==> config.mk <==
export PLATFORM = sky130hd
export DESIGN_NAME = fdc_drvsel
export DESIGN_NICKNAME = d
export VERILOG_FILES = /design/src/rtl/fdc_dsel_pkg.sv /design/src/rtl/fdc_dor_regs.sv /design/src/rtl/fdc_drive_decode.sv /design/src/rtl/fdc_dma_gate.sv /design/src/rtl/fdc_drvsel.sv
export SDC_FILE = /design/constraint.sdc
export NUM_CORES = 1
export LEC_CHECK = 0
export BUFFER_PORTS_ARGS = -buffer_cell sky130_fd_sc_hd__clkbuf_2
export CAP_MARGIN = 10
export CORE_MARGIN = 2
export CORE_UTILIZATION = 39
export DETAILED_ROUTE_END_ITERATION = 7
export PLACE_DENSITY_LB_ADDON = 0.1
export SLEW_MARGIN = 20
export SYNTH_ARGS = -nofsm -noshare
export SYNTH_HDL_FRONTEND = slang
export SYNTH_SLANG_ARGS = --single-unit
==> constraint.sdc <==
create_clock -name clk -period 1.1 [get_ports clk]
set_input_delay 0.055 -clock clk [delete_from_list [all_inputs] [get_ports clk]]
set_output_delay 0.055 -clock clk [all_outputs]
set_load 0.005 [all_outputs]
==> src/rtl/fdc_dsel_pkg.sv <==
package fdc_dsel_pkg;
  typedef enum logic [1:0] {
    HM_AT  = 2'd0,
    HM_PS2 = 2'd1,
    HM_M30 = 2'd2
  } host_mode_e;

  // physical output index -> register drive number
  function automatic logic [1:0] logical_drive(input int p, input logic swap);
    if (swap && p < 2) return 2'(p ^ 1);
    return 2'(p);
  endfunction

  function automatic logic pins_enabled(input host_mode_e m, input logic dma_bit);
    return (m == HM_PS2) || dma_bit;
  endfunction
endpackage

==> src/rtl/fdc_dor_regs.sv <==
module fdc_dor_regs #(
  parameter int ADDR_W  = 3,
  parameter int DOR_OFS = 2,
  parameter int TDR_OFS = 3
) (
  input  logic              clk,
  input  logic              rst_n,
  input  logic [ADDR_W-1:0] addr,
  input  logic              wr_en,
  input  logic              rd_en,
  input  logic [7:0]        wdata,
  output logic [7:0]        dor_q,
  output logic [7:0]        rdata,
  output logic [7:0]        rdata_oe
);
  localparam logic [ADDR_W-1:0] DOR_A = ADDR_W'(DOR_OFS);
  localparam logic [ADDR_W-1:0] TDR_A = ADDR_W'(TDR_OFS);

  logic [1:0] tdr_q;
  logic       hit_dor, hit_tdr;

  assign hit_dor = (addr == DOR_A);
  assign hit_tdr = (addr == TDR_A);

  always_ff @(posedge clk or negedge rst_n) begin
    if (!rst_n) begin
      dor_q <= 8'h00;
      tdr_q <= 2'b00;
    end else if (wr_en) begin
      if (hit_dor) dor_q <= wdata;
      if (hit_tdr) tdr_q <= wdata[1:0];
    end
  end

  always_comb begin
    rdata    = 8'h00;
    rdata_oe = 8'h00;
    if (rd_en && hit_dor) begin
      rdata    = dor_q;
      rdata_oe = 8'hFF;
    end else if (rd_en && hit_tdr) begin
      rdata    = {6'b0, tdr_q};
      rdata_oe = 8'h03;
    end
  end


  tdr_hold_chk: assert property (@(posedge clk) disable iff (!rst_n)
    !(wr_en && hit_tdr) |=> $stable(tdr_q));
endmodule

==> src/rtl/fdc_drive_decode.sv <==
module fdc_drive_decode
  import fdc_dsel_pkg::*;
#(
  parameter int NDRV = 2
) (
  input  logic [1:0]      sel,
  input  logic [3:0]      motor,
  input  logic            swap_en,
  output logic [NDRV-1:0] ds_n,
  output logic [NDRV-1:0] mtr_n,
  output logic [1:0]      drv_code,
  output logic            drv_motor
);
  for (genvar p = 0; p < NDRV; p++) begin : g_drv
    logic [1:0] lg;
    always_comb begin
      lg       = logical_drive(p, swap_en);
      ds_n[p]  = !((sel == lg) && motor[p]);
      mtr_n[p] = !motor[lg];
    end
  end

  assign drv_code  = sel;
  assign drv_motor = motor[sel];


  one_select_chk: assert final ($countones(~ds_n) <= 1);
endmodule

==> src/rtl/fdc_dma_gate.sv <==
module fdc_dma_gate
  import fdc_dsel_pkg::*;
(
  input  logic [1:0] mode_i,
  input  logic       dma_bit,
  input  logic       drq_in,
  input  logic       irq_in,
  input  logic       ack_in,
  input  logic       tc_in,
  output logic       pins_en,
  output logic       drq_out,
  output logic       drq_oe,
  output logic       irq_out,
  output logic       irq_oe,
  output logic       ack_out,
  output logic       tc_out
);
  host_mode_e mode;
  assign mode    = host_mode_e'(mode_i);
  assign pins_en = pins_enabled(mode, dma_bit);
  assign drq_oe  = pins_en;
  assign irq_oe  = pins_en;
  assign drq_out = pins_en & drq_in;
  assign irq_out = pins_en & irq_in;
  assign ack_out = pins_en & ack_in;
  assign tc_out  = pins_en & tc_in;
endmodule

==> src/rtl/fdc_drvsel.sv <==
module fdc_drvsel
  import fdc_dsel_pkg::*;
#(
  parameter int ADDR_W  = 3,
  parameter int DOR_OFS = 2,
  parameter int TDR_OFS = 3,
  parameter int NDRV    = 2
) (
  input  logic              clk,
  input  logic              rst_n,
  input  logic [1:0]        mode_i,
  input  logic              swap_en,
  input  logic [ADDR_W-1:0] addr,
  input  logic              wr_en,
  input  logic              rd_en,
  input  logic [7:0]        wdata,
  output logic [7:0]        rdata,
  output logic [7:0]        rdata_oe,
  output logic [NDRV-1:0]   ds_n,
  output logic [NDRV-1:0]   mtr_n,
  output logic [1:0]        drv_code,
  output logic              drv_motor,
  output logic              ctl_reset,
  input  logic              drq_in,
  input  logic              irq_in,
  input  logic              ack_in,
  input  logic              tc_in,
  output logic              drq_out,
  output logic              drq_oe,
  output logic              irq_out,
  output logic              irq_oe,
  output logic              ack_out,
  output logic              tc_out
);
  localparam logic [ADDR_W-1:0] DOR_A = ADDR_W'(DOR_OFS);
  localparam logic [ADDR_W-1:0] TDR_A = ADDR_W'(TDR_OFS);

  logic [7:0] dor_q;
  logic       pins_en;
  logic       dor_write;

  assign dor_write = wr_en && (addr == DOR_A);

  fdc_dor_regs #(.ADDR_W(ADDR_W), .DOR_OFS(DOR_OFS), .TDR_OFS(TDR_OFS)) u_regs (
    .clk(clk), .rst_n(rst_n), .addr(addr), .wr_en(wr_en), .rd_en(rd_en),
    .wdata(wdata), .dor_q(dor_q), .rdata(rdata), .rdata_oe(rdata_oe));

  fdc_drive_decode #(.NDRV(NDRV)) u_dec (
    .sel(dor_q[1:0]), .motor(dor_q[7:4]), .swap_en(swap_en),
    .ds_n(ds_n), .mtr_n(mtr_n), .drv_code(drv_code), .drv_motor(drv_motor));

  fdc_dma_gate u_gate (
    .mode_i(mode_i), .dma_bit(dor_q[3]), .drq_in(drq_in), .irq_in(irq_in),
    .ack_in(ack_in), .tc_in(tc_in), .pins_en(pins_en),
    .drq_out(drq_out), .drq_oe(drq_oe), .irq_out(irq_out), .irq_oe(irq_oe),
    .ack_out(ack_out), .tc_out(tc_out));

  assign ctl_reset = ~dor_q[2];


  dor_readback_chk: assert property (@(posedge clk) disable iff (!rst_n)
    dor_write |=> (!(rd_en && addr == DOR_A) || rdata == $past(wdata)));


  soft_reset_src_chk: assert property (@(posedge clk) disable iff (!rst_n)
    $rose(ctl_reset) |-> $past(dor_write && !wdata[2]));


  normal_ds0_chk: assert property (@(posedge clk) disable iff (!rst_n)
    (dor_write && !swap_en) |=> (swap_en ||
      ds_n[0] == !($past(wdata[1:0]) == 2'b00 && $past(wdata[4]))));


  swap_ds1_chk: assert property (@(posedge clk) disable iff (!rst_n)
    (dor_write && swap_en) |=> (!swap_en ||
      ds_n[1] == !($past(wdata[1:0]) == 2'b00 && $past(wdata[5]))));


  dma_off_chk: assert property (@(posedge clk) disable iff (!rst_n)
    (dor_write && !wdata[3]) |=> (mode_i == 2'd1 ||
      (!drq_oe && !irq_oe && !ack_out && !tc_out)));


  ps2_on_chk: assert property (@(posedge clk) disable iff (!rst_n)
    (mode_i == 2'd1) |-> (drq_oe && irq_oe));


  tape_readback_chk: assert property (@(posedge clk) disable iff (!rst_n)
    (wr_en && addr == TDR_A) |=> (!(rd_en && addr == TDR_A) ||
      rdata == {6'b0, $past(wdata[1:0])}));
endmodule

==> implementation parameters <==
Parameter                              Value

Status
  Status    finished with violations
  Violations in the final reports    negative setup slack

Pwr
  Largest voltage drop on the vdd net    0.766 mV
  Internal cell power    1040 µW
  Net Switching    392 µW
  Portion of total power attributed to sequential cells    35.7%
  Combinational share of power    41.3%
  Leakage Power    0.000598 µW
  Clock Power Share    23.0%
  Power per unit of standard cell area    1330 nW/µm²
  Switching fraction of total power    27.4%

Setup path
  Endpoint kind of the worst setup timing path    output port
  Kind of cell adding the most delay to the critical path    flip-flops
  Slowest stage delay, CP    430 ps
  Library cell contributing the largest single delay on the critical path    sky130_fd_sc_hd__dfrtp_2
  Arrival time of data at the critical path endpoint    1330 ps
  Setup Crit Path Kind    reg2out
  Buf+Inv Stages, Crit Path    1
  Max Fanout on Critical Path    4
  Worst path cell trace    xor2_1, or3b_4, clkbuf_2
  Data required time at the worst endpoint    1040 ps
  Type of element launching the critical path    register

Logic synthesis
  Warnings from Yosys    0
  Sequential fraction of the synthesis area    35.7%
  Net Count, Synth    81
  Distinct cells, synth    19
  Number of register bits inferred by synthesis    10
  Combined area of all synthesized cells    701 µm²
  Synthesized area per cell    11.9 µm²
  Number of instances in the synthesized netlist    59

Routing
  Number of optimization iterations in the first detailed-route pass    2
  Drt total wl    1.49 mm
  Total vias in the final route    608
  Number of vias per cell    4.34
  Initial DRC Count    4
  Drc violations    0
  Average wire per standard cell    10.7 µm
  Post-route antenna net violation count    0

STA
  Final Worst Setup Slack    -281 ps
  Max-slew violation total from the final report    0
  Post-layout min period    1380 ps
  Worst hold slack    16.0 ps
  Fin crit share    126%
  Final-report hold violation count    0
  Slew margin rel.    83.1%
  Setup repair after global routing missed its margin    yes
  Setup skew after layout    0 ps
  Setup_tns    -751 ps
  Maximum clock frequency    0.724 GHz
  Slew of the pin with the lowest slew margin    254 ps
  Final setup fails    5

Place
  Setup Slack @ Placement    -121 ps
  Post-Place Cell Area    966 µm²
  Count of buffers from port buffering    51
  Gpl congestion    0.660

GRT
  GRT Resource Usage Total    15.1%
  Maximum number of pins on one net before global-route repair    13
  Global route total overflow    0
  Via count of the first global-routing pass    506
  First-pass GRT wire length    2.21 mm
  Number of antenna violations at the first check in global routing    0

Clock network
  Library cell used as clock root buffer    sky130_fd_sc_hd__clkbuf_4
  Number of buffers created by CTS    3
  Clock buffer depth    2
  Clock tree sinks    10
  CTS clock-pin slew for the worst setup and hold paths    70 ps
  # H-tree levels    1
  TritonCTS clock tree    yes
  Clk Latency, worst-skew pair    250 ps

Final layout
  Fill cells    157
  Share of final-layout standard cells stronger than drive strength 1    71.3%
  Synth-to-layout area growth    53.6%
  Final #Nets    138
  Final Cell Area    1080 µm²
  Final antenna diode count    0

Floorplan
  Number of top-level pins    52
  Die area    2150 µm²
  Die Width    46.4 µm
  Chip height    46.4 µm
  Starting utilization of the core area    41.0%
  Core footprint    1710 µm²
  FP Rows    15

Min path
  Hold crit path type    in2reg

Job
  # Max-Cap Violations    0
## cell families after synthesis
group | share of synthesized area [%]
buffers and inverters | 12.9
multiplexers | 29.3
XOR/XNOR | 1.25
flip-flops | 35.7
AND/OR/NAND/NOR | 16.6
AO/OA/AOI/OAI | 4.29
## synthesized netlist by cell type, drive strengths merged
cell    count  share of area (%)
a21boi      4                4.3
and2        6                5.4
and4bb      2                4.1
buf        10                 11
dfrtp      10                 36
inv         3                1.6
mux2       10                 20
mux2i       4                5.7
mux4        1                3.2
nand2       1               0.54
nand2b      1               0.89
nand3b      2                2.1
nand4b      1                1.3
nor2        2                1.1
or3b        1                1.3
xor2        1                1.3
## per-layer routing
layer / track usage (%) / vias to the layer above / share of wire, %
li1: - / 318 / -
met1: 19.8 / 272 / 43
met2: 23.3 / 18 / 53
met3: 4.71 / 0 / 4.8
met4: 5.14 / 0 / 0
met5: 0 / - / 0
## sequential cells by signal, summed over array words and instances (netlist names)
signal        count
u_regs.dor_q      8
u_regs.tdr_q      2
## cells in the final DEF, fill, tap and decap left out, drive strengths merged
cell type    count
a21boi           4
and2             6
and4bb           2
buf             15
clkbuf          50
dfrtp           10
dlygate4sd3      1
inv              3
mux2            10
mux2i            4
mux4             1
nand2            1
nand2b           1
nand3b           2
nand4b           1
nor2             2
or3b             1
xor2             1
## stage by stage
| stage | total power (µW) | util (%) | instances |
|---|---|---|---|
| after detailed placement | 1020 | 56.6 | 131 |
| after global routing | 1540 | 63.0 | 140 |
| after floorplan | 802 | - | 59 |
| after global placement | 1020 | 56.6 | 131 |
| after CTS | 1410 | 61.5 | 139 |
| final | 1430 | 63.0 | 140 |
## cell type report
cell class              count  area (µm²)  area share [%]
repair buffers             62         374            34.8
multi-input cells          36         372            34.5
flip-flops and latches     10         251            23.4
clock buffers               4        36.3            3.37
well taps                  25        31.3            2.91
inverters                   3        11.3            1.05
## final timing paths
path	endpoint	startpoint	cells past startpoint	slack [ps]
hold / removal	u_regs.dor_q[7]$_DFFE_PN0P_	wdata[7]	2	20
max in group asynchronous	u_regs.dor_q[0]$_DFFE_PN0P_	rst_n	2	680
hold reg to reg	u_regs.tdr_q[1]$_DFFE_PN0P_	u_regs.tdr_q[1]$_DFFE_PN0P_	1	510
min in group asynchronous	u_regs.dor_q[3]$_DFFE_PN0P_	rst_n	2	190
setup / recovery	ds_n[0]	u_regs.dor_q[0]$_DFFE_PN0P_	3	-280
setup reg to reg	u_regs.dor_q[0]$_DFFE_PN0P_	u_regs.dor_q[0]$_DFFE_PN0P_	3	60
## power by group through the flow
stage / combinational [µW] / clock [µW] / sequential (µW)
after floorplan: 289 / 0 / 513
after global placement: 503 / 0 / 512
after detailed placement: 507 / 0 / 516
after CTS: 568 / 332 / 512
after global routing: 656 / 361 / 524
final: 591 / 329 / 511
## timing repair
action                                  4_1_cts  5_1_grt
pin swaps                                     1        1
gates resized for setup                       5       16
hold buffers                                  1        0
endpoints found under the setup margin        8       13
setup buffers                                 3        3
endpoints found under the hold margin        10        0
No activity file was read; power rests on OpenSTA's default activity.
